<file path="src/rtl/extbus_strobe_pkg.sv">
package extbus_strobe_pkg;
  localparam int AS_STR_W = 2;
  localparam int DS_STR_W = 3;
  localparam int CNT_W    = (AS_STR_W > DS_STR_W) ? AS_STR_W : DS_STR_W;

  typedef enum logic [1:0] {
    ST_IDLE = 2'd0,
    ST_ADDR = 2'd1,
    ST_DATA = 2'd2,
    ST_DONE = 2'd3
  } bus_state_e;

  // Per-cycle settings captured when a request is accepted
  typedef struct packed {
    logic [AS_STR_W-1:0] as_str;
    logic [DS_STR_W-1:0] ds_str;
    logic                use_ds2;
    logic                wr;
  } cycle_snap_t;
endpackage

</file>
<file path="src/rtl/extbus_cfg_regs.sv">
module extbus_cfg_regs
  import extbus_strobe_pkg::*;
(
  input  logic                clk,
  input  logic                rst_n,
  input  logic                wr_en,
  input  logic                sel,
  input  logic [7:0]          wdata,
  input  logic                in_isr,
  output logic [AS_STR_W-1:0] as_str,
  output logic                ds2_en,
  output logic [DS_STR_W-1:0] upper_ds,
  output logic [DS_STR_W-1:0] lower_ds,
  output logic                wdg_en
);
  localparam int LO_LSB = 0;
  localparam int UP_LSB = DS_STR_W;
  localparam int WDG_BIT = 2 * DS_STR_W;
  localparam int STEER_BIT = AS_STR_W;

  logic wait_we, strobe_we;
  assign wait_we   = wr_en && !sel;
  assign strobe_we = wr_en && sel && !in_isr;

  // Wait register: data-strobe stretches and watchdog enable
  always_ff @(posedge clk or negedge rst_n) begin
    if (!rst_n) begin
      upper_ds <= '1;
      lower_ds <= '1;
      wdg_en   <= 1'b1;
    end else if (wait_we) begin
      upper_ds <= wdata[UP_LSB +: DS_STR_W];
      lower_ds <= wdata[LO_LSB +: DS_STR_W];
      wdg_en   <= wdata[WDG_BIT];
    end
  end

  // Strobe register: address-strobe stretch and lower-half steering
  always_ff @(posedge clk or negedge rst_n) begin
    if (!rst_n) begin
      as_str <= '1;
      ds2_en <= 1'b0;
    end else if (strobe_we) begin
      as_str <= wdata[AS_STR_W-1:0];
      ds2_en <= wdata[STEER_BIT];
    end
  end
endmodule

</file>
<file path="src/rtl/extbus_cycle_select.sv">
module extbus_cycle_select
  import extbus_strobe_pkg::*;
#(
  parameter int ADDR_W = 22
) (
  input  logic [ADDR_W-1:0]   addr,
  input  logic                write,
  input  logic [AS_STR_W-1:0] as_str,
  input  logic                ds2_en,
  input  logic [DS_STR_W-1:0] upper_ds,
  input  logic [DS_STR_W-1:0] lower_ds,
  output cycle_snap_t         snap
);
  localparam int REGION_BIT = ADDR_W - 1;

  logic upper;
  assign upper = addr[REGION_BIT];

  always_comb begin
    snap.as_str  = upper ? as_str : '0;
    snap.ds_str  = upper ? upper_ds : lower_ds;
    snap.use_ds2 = !upper && ds2_en;
    snap.wr      = write;
  end
endmodule

</file>
<file path="src/rtl/extbus_strobe_seq.sv">
module extbus_strobe_seq
  import extbus_strobe_pkg::*;
(
  input  logic        clk,
  input  logic        rst_n,
  input  logic        start,
  input  cycle_snap_t snap,
  output logic        as_n,
  output logic        ds_n,
  output logic        ds2_n,
  output logic        rw_n,
  output logic        done,
  output logic        busy
);
  bus_state_e       state;
  logic [CNT_W-1:0] cnt;
  cycle_snap_t      cur;

  always_ff @(posedge clk or negedge rst_n) begin
    if (!rst_n) begin
      state <= ST_IDLE;
      cnt   <= '0;
      cur   <= '0;
    end else begin
      unique case (state)
        ST_IDLE: if (start) begin
          cur   <= snap;
          cnt   <= CNT_W'(snap.as_str);
          state <= ST_ADDR;
        end
        ST_ADDR: if (cnt == '0) begin
          cnt   <= CNT_W'(cur.ds_str);
          state <= ST_DATA;
        end else begin
          cnt <= cnt - 1'b1;
        end
        ST_DATA: if (cnt == '0) state <= ST_DONE;
                 else cnt <= cnt - 1'b1;
        ST_DONE: state <= ST_IDLE;
        default: state <= ST_IDLE;
      endcase
    end
  end

  assign as_n  = !(state == ST_ADDR);
  assign ds_n  = !(state == ST_DATA && !cur.use_ds2);
  assign ds2_n = !(state == ST_DATA && cur.use_ds2);
  assign rw_n  = !(state != ST_IDLE && cur.wr);
  assign done  = (state == ST_DONE);
  assign busy  = (state != ST_IDLE);
endmodule

</file>
<file path="src/rtl/extbus_strobe_ctrl.sv">
module extbus_strobe_ctrl
  import extbus_strobe_pkg::*;
#(
  parameter int ADDR_W = 22
) (
  input  logic              clk,
  input  logic              rst_n,
  input  logic              req_valid,
  output logic              req_ready,
  input  logic [ADDR_W-1:0] req_addr,
  input  logic              req_write,
  output logic              busy,
  output logic              done,
  output logic              as_n,
  output logic              ds_n,
  output logic              ds2_n,
  output logic              rw_n,
  input  logic              cfg_wr_en,
  input  logic              cfg_sel,
  input  logic [7:0]        cfg_wdata,
  input  logic              in_isr,
  output logic              wdg_en
);
  logic [AS_STR_W-1:0] as_str;
  logic                ds2_en;
  logic [DS_STR_W-1:0] upper_ds, lower_ds;
  cycle_snap_t         snap;
  logic                start;

  extbus_cfg_regs u_regs (
    .clk(clk), .rst_n(rst_n), .wr_en(cfg_wr_en), .sel(cfg_sel),
    .wdata(cfg_wdata), .in_isr(in_isr), .as_str(as_str), .ds2_en(ds2_en),
    .upper_ds(upper_ds), .lower_ds(lower_ds), .wdg_en(wdg_en)
  );

  extbus_cycle_select #(.ADDR_W(ADDR_W)) u_sel (
    .addr(req_addr), .write(req_write), .as_str(as_str), .ds2_en(ds2_en),
    .upper_ds(upper_ds), .lower_ds(lower_ds), .snap(snap)
  );

  assign req_ready = !busy;
  assign start     = req_valid && req_ready;

  extbus_strobe_seq u_seq (
    .clk(clk), .rst_n(rst_n), .start(start), .snap(snap),
    .as_n(as_n), .ds_n(ds_n), .ds2_n(ds2_n), .rw_n(rw_n),
    .done(done), .busy(busy)
  );
endmodule

</file>
<file path="config.mk">
export PLATFORM = sky130hd
export DESIGN_NAME = extbus_strobe_ctrl
export DESIGN_NICKNAME = d
export VERILOG_FILES = /design/src/rtl/extbus_strobe_pkg.sv /design/src/rtl/extbus_cfg_regs.sv /design/src/rtl/extbus_cycle_select.sv /design/src/rtl/extbus_strobe_seq.sv /design/src/rtl/extbus_strobe_ctrl.sv
export SDC_FILE = /design/constraint.sdc
export NUM_CORES = 1
export LEC_CHECK = 0
export ABC_AREA = 1
export BUFFER_PORTS_ARGS = -buffer_cell sky130_fd_sc_hd__buf_2
export CAP_MARGIN = 0
export CORE_MARGIN = 2
export CORE_UTILIZATION = 42
export DETAILED_ROUTE_END_ITERATION = 7
export GPL_TIMING_DRIVEN = 0
export PLACE_DENSITY = 0.8
export SYNTH_ARGS = -nofsm -noshare
export SYNTH_HDL_FRONTEND = slang
export SYNTH_SLANG_ARGS = --single-unit
export TNS_END_PERCENT = 50
</file>
<file path="constraint.sdc">
create_clock -name clk -period 1.18 [get_ports clk]
set_input_delay 0.118 -clock clk [delete_from_list [all_inputs] [get_ports clk]]
set_output_delay 0.118 -clock clk [all_outputs]
set_load 0.02 [all_outputs]
</file>
; Word-level counts from Yosys, hierarchy flattened
; Index checks and enable logic that the tools add are counted.
[op_classes]
shifts = 0
reduce_logical = 24
muxes = 10
n_eq_ne = 7
div = 0
n_addsub = 1
mul = 0
n_bitwise = 0
order_cmp = 0
[op_table]
columns = operator, n
row1 = 3-bit two-way mux, 4
row2 = 1-bit logical NOT, 9
row3 = 3-bit one-hot mux with 3 select lines, 1
row4 = 1-bit logical AND, 8
row5 = 2-bit two-way mux, 4
row6 = 2-bit one-hot mux with 4 select lines, 1
row7 = 3-bit AND reduction, 2
row8 = "2-bit == test, second input constant", 2
row9 = "2-bit by 1-bit != test with 1-bit output, second input constant", 2
row10 = "2-bit != test, second input constant", 2
row11 = 3-bit logical NOT, 1
row12 = 3-bit nonzero test, 1
row13 = "3-bit by 1-bit subtractor with 3-bit output, second input constant", 1
row14 = "2-bit by 1-bit == test with 1-bit output, second input constant", 1
row15 = 2-bit logical NOT, 1
row16 = 2-bit AND reduction, 1
row17 = 2-bit nonzero test, 1
[word_totals]
in_bits = 37
latchBits = 0
regBits = 20
n_memories = 0
mem_bits_ro = 0
ramBits = 0
out_inout_bits = 8

; Longest topological paths before layout
[depth]
ltp_word = 5
mapped_depth = 9
mapped_depth_nobuf = 9

; Modules after synthesis
; Synthesis repeated with hierarchy kept, for this count alone.
[unflattened]
hier_cells = 151
hier_area_um2 = 1181.1
[by_module_without_submodules]
columns = module, instances, seq_area_each_um2, area_each_um2, cells_each
row1 = extbus_strobe_seq, 1, 250.2, 674.4, 86
row2 = extbus_cfg_regs, 1, 261.5, 425.4, 45
row3 = extbus_cycle_select, 1, 0.0, 67.6, 17
row4 = extbus_strobe_ctrl, 1, 0.0, 13.8, 3

; Least setup slack after synthesis
; No wires, ideal clock.
[synth_path]
path_kind = register to register
from = register u_seq.state[0]
to = register u_seq.cnt[0]
required_time_ps = 1064
stages_incl_launch_ff = 8
path_slack_ps = -188
n_path_buf = 0
t_arrival_ps = 1252
path_cell_list = dfrtp_1 inv_1 ha_1 nand2_1 nand3_4 nand2_1 nand2_1 nand2_1
[synth_between]
elab_chain_len = 5
word_cells_on_any_way = 11
cone_classes = eq/ne (4) / mux (1) / reduce/logical (6)
[synth_rtl]
columns = item, line
row1 = start: declaration, extbus_strobe_seq.sv:15  ; bus_state_e state;
row2 = start signal: assignment, extbus_strobe_seq.sv:21  ; state <= ST_IDLE;
row3 = start signal: assignment, extbus_strobe_seq.sv:29  ; state <= ST_ADDR;
row4 = start signal: assignment, extbus_strobe_seq.sv:33  ; state <= ST_DATA;
row5 = 2-bit nonzero test, extbus_strobe_seq.sv:50  ; assign busy = (state != ST_IDLE);
row6 = 1-bit logical NOT, extbus_strobe_ctrl.sv:41  ; assign req_ready = !busy;
row7 = net req_ready, extbus_strobe_ctrl.sv:9  ; output logic req_ready,
row8 = 1-bit logical AND, extbus_strobe_ctrl.sv:42  ; assign start = req_valid && req_ready;
row9 = 2-bit != test (no source line), -
row10 = 3-bit AND reduction (no source line), -
row11 = end signal: assignment, extbus_strobe_seq.sv:32  ; cnt <= CNT_W'(cur.ds_str);
row12 = end signal: assignment, extbus_strobe_seq.sv:35  ; cnt <= cnt - 1'b1;
row13 = end signal: assignment, extbus_strobe_seq.sv:38  ; else cnt <= cnt - 1'b1;
row14 = end: declaration, extbus_strobe_seq.sv:16  ; logic [CNT_W-1:0] cnt;
; The timed path passes the listed nets, and every way through them passes these cells.
; A chain may end at the register's enable or synchronous reset.

; Worst setup path in the final report
[layout_path]
from = register u_seq.state[0]
to = output ds_n
[layout_between]
elab_chain_len = 3
[layout_rtl]
columns = item, line
row1 = 2-bit == test, extbus_strobe_seq.sv:46  ; assign ds_n = !(state == ST_DATA && !cur.use_ds2);
row2 = 1-bit logical AND, extbus_strobe_seq.sv:46
row3 = 1-bit logical NOT, extbus_strobe_seq.sv:46
row4 = end: declaration, extbus_strobe_ctrl.sv:15  ; output logic ds_n,
; No other way between the ends.

==> flow_summary_export.csv <==
group,metric,value,unit
pwr,power.leakage,0.704,nW
status,outcome,"finished, violations left",
critical_path,cp_cell_sequence,"inv_2, ha_4, nand2_1, buf_6",
critical_path,cp-start-kind,"flop",
critical_path,critical_path_depth,4,
critical_path,crit_arrival,1.27,ns
drt,wl_per_cell,12.0,um
sta,setup_violations,17,
yosys,synth-compound-area-share,7.97,%
job,cap_violations,0,
finish,finalInstanceArea,0.00143,mm2
floorplanning,die-height,54.4,um
cts,cts.sinks,20,
sta,layout_min_cycle_time,1.39,ns
pwr,p_per_area,2600,mW/mm2
yosys,netlist_area,0.00107,mm2
finish,layout.cells.non_filler,188,
floorplanning,core-area,0.00243,mm2
critical_path,reg2reg_to,"u_seq.cnt[1]$_DFFE_PN0P_",
cts,clkSlewWorstSetupHoldPaths,0.11,ns
grt,grt_use_total,18.8,%
finish,final_nets,202,
finish,syn_to_final_growth,34.3,%
cts,numCtsBuffers,3,
worst_hold_path,worstHoldPathCells,3,
critical_path,critical_path_class,"flop to output pin",
sta,clock_skew,0.00464,ns
finish,drive_gt1_share,44.9,%
critical_path,worstPathRequired,1.06,ns
yosys,ys_seq_area_share,47.9,%
drt,drt-initial-drc-count,6,
status,violations,"negative setup slack",
sta,tightest_slew,0.438,ns
critical_path,path_buf_inv,2,
yosys,synth.avg_cell_area,8.47,um2
worst_hold_path,min_from,"req_write",
sta,fmax,721,MHz
floorplanning,initial_utilization,43.9,%
yosys,syn-num-nets,169,
sta,finalCritPeriodShare,117,%
sta,finalMaxSlewViolations,0,
yosys,synth_warnings,0,
drt,num_vias,908,
cts,clockBufferDepth,2,
critical_path,r2r_cells,8,
critical_path,timing.rr.start,"u_seq.state[0]$_DFFE_PN0P_",
yosys,synth_top_family_by_area,"simple AND/OR/NAND/NOR gates",
placement,place_ws,-0.127,ns
finish,multiInputGateArea,569,um2
grt,grt_pass1_wl,3970,um
finish,num_antenna_cells,0,
worst_hold_path,hold_end,"u_seq.cur[0]$_DFFE_PN0P_",
cts,clockRootBuffer,"clkbuf_4",
critical_path,r2r_slack,-0.15,ns
critical_path,cp_max_fo,5,
worst_hold_path,hold_class,"input pin to flop",
yosys,synth_cell_types,19,
drt,drc,0,
floorplanning,num_rows,18,
finish,ff_latch_area,512,um2
drt,drt_wl_total,2260,um
grt,grt_overflow_total,0,
floorplanning,die_width,54.4,um
drt,firstDrtPassIters,4,
sta,slew_headroom,70.8,%
floorplanning,dieArea,0.00296,mm2
grt,grt_antenna_before_repair,0,
placement,place_area,0.00123,mm2
yosys,synthMuxAreaShare,4.22,%
critical_path,max_stage_delay,0.45,ns
critical_path,cp_slowest_cell,"dfrtp_1",
finish,fillers,208,
critical_path,cp_top_family,"flip-flops",
sta,rsz0062_at_grt,"yes",
yosys,synth-xor-area-share,0,%
grt,grt_pass1_vias,943,
drt,viasPerCell,4.83,
placement,place_inst,178,
placement,dp_hpwl,1610,um
pwr,ir_drop,1.70,mV
critical_path,end_kind,"output pin",
cts,h-tree-depth,1,
yosys,synth-simple-area-share,25.1,%
floorplanning,ios,45,
placement,port_buffers,22,
drt,drtAntennaViolNets,0,
yosys,synth_fa_ha_area_share,7.03,%
cts,clk_latency,0.31,ns
sta,setup_slack,-0.206,ns
grt,grt_max_degree,21,
sta,holdWs,0.00426,ns
yosys,ys_ff_latch,20,
cts,tritoncts,"built",
sta,hold_viol_final,0,
yosys,syn_inst,126,
placement,routabilityCongestion,0.796,
## synth_stat cells
cell | n | area share [%]
inv_2 | 1 | 0.35
inv_1 | 21 | 7.4
nor2_2 | 1 | 0.59
ha_1 | 6 | 7.0
mux2_2 | 4 | 4.2
nand3_2 | 1 | 0.94
nand2_1 | 35 | 12
nand3b_1 | 1 | 0.70
o21ai_1 | 1 | 0.47
nand4_1 | 2 | 1.2
nand3_4 | 1 | 1.6
nand3_1 | 10 | 4.7
nor2_1 | 4 | 1.4
a21oi_1 | 8 | 3.8
dfstp_2 | 9 | 22
o21ai_0 | 8 | 3.8
nand2_2 | 1 | 0.59
nor2_4 | 1 | 1.1
dfrtp_1 | 11 | 26
## logic make-up after synthesis
logic type / Yosys count
AND/OR/NAND/NOR: 57
buffers and inverters: 22
flip-flops: 20
AO/OA/AOI/OAI: 17
adder cells (fa/ha/maj): 6
multiplexers: 4
## worst max-delay path by stage
stage / from / endpoint / slack, ns
3_5_place_dp: u_seq.cnt[0]$_DFFE_PN0P_ / u_seq.state[1]$_DFFE_PN0P_ / -0.13
5_1_grt: u_seq.state[0]$_DFFE_PN0P_ / ds2_n / -0.26
3_3_place_gp: u_seq.state[0]$_DFFE_PN0P_ / u_seq.cnt[1]$_DFFE_PN0P_ / -0.08
6_report: u_seq.state[0]$_DFFE_PN0P_ / ds_n / -0.21
4_1_cts: u_seq.state[0]$_DFFE_PN0P_ / rw_n / -0.19
2_1_floorplan: u_seq.state[0]$_DFFE_PN0P_ / u_seq.cnt[2]$_DFFE_PN0P_ / 0.004
## layer usage
layer,routed length (um),up-vias,GRT usage (%)
li1,-,464,-
met1,949,415,21.5
met2,1180,22,34.1
met3,80,7,3.55
met4,56,0,7.50
met5,0,-,0
## registers in the layout, summed over array words and instances, names as in the netlist
name             count
u_seq.cnt            3
u_regs.as_str        2
u_regs.lower_ds      3
u_regs.wdg_en        1
u_regs.ds2_en        1
u_seq.state          2
u_seq.cur            5
u_regs.upper_ds      3
## where the power goes
group / internal (W) / switching, W
clock: 0.000189 / 0.000216
combinational: 0.000966 / 0.00128
sequential: 0.000937 / 0.000142
total: 0.00209 / 0.00163
## through the flow
stage	power, W	TNS, ns	util (%)
after floorplan	0.00234	0	-
after global placement	0.00266	-0.390	50.8
after detailed placement	0.00274	-0.728	50.8
after CTS	0.00349	-1.79	56.7
after global routing	0.00403	-3.38	59.0
final	0.00373	-2.01	59.0
## layout make-up
cell class                 count  area share, %
inverter                      22           5.76
tap                           30           2.62
clock buffer                   4           2.53
multi-input combinational     84           39.7
sequential                    20           35.7
timing repair buffer          28           13.7
## repair_timing
item / in CTS / in global routing
gates resized for setup: 21 / 13
hold buffers: 1 / 0
pin swaps: 3 / 2
endpoints found under the setup margin: 17 / 17
setup buffers: 3 / 2
endpoints found under the hold margin: 11 / 0
## worst register-to-register path: stages, from the launching register on
cell and delay, ns:
dfrtp_1 0.45, inv_2 0.13, ha_4 0.18, buf_6 0.11, nand3_4 0.09, nand3_4 0.10, nand2_1 0.06, nand2_1 0.07
nand2_1 0.05
## placed cells by master, fill, tap and decap left out
master / instances
a21oi_1: 8
buf_2: 17
buf_4: 3
buf_6: 7
clkbuf_4: 3
clkbuf_8: 1
dfrtp_1: 11
dfstp_2: 9
dlygate4sd3_1: 1
ha_1: 1
ha_4: 5
inv_1: 11
inv_2: 11
mux2_2: 4
nand2_1: 33
nand2_2: 3
nand3_1: 8
nand3_2: 2
nand3_4: 2
nand3b_1: 1
nand4_1: 2
nor2_1: 3
nor2_2: 1
nor2_4: 2
o21ai_0: 8
o21ai_2: 1
Note: power is estimated with default switching activity, not from simulation.
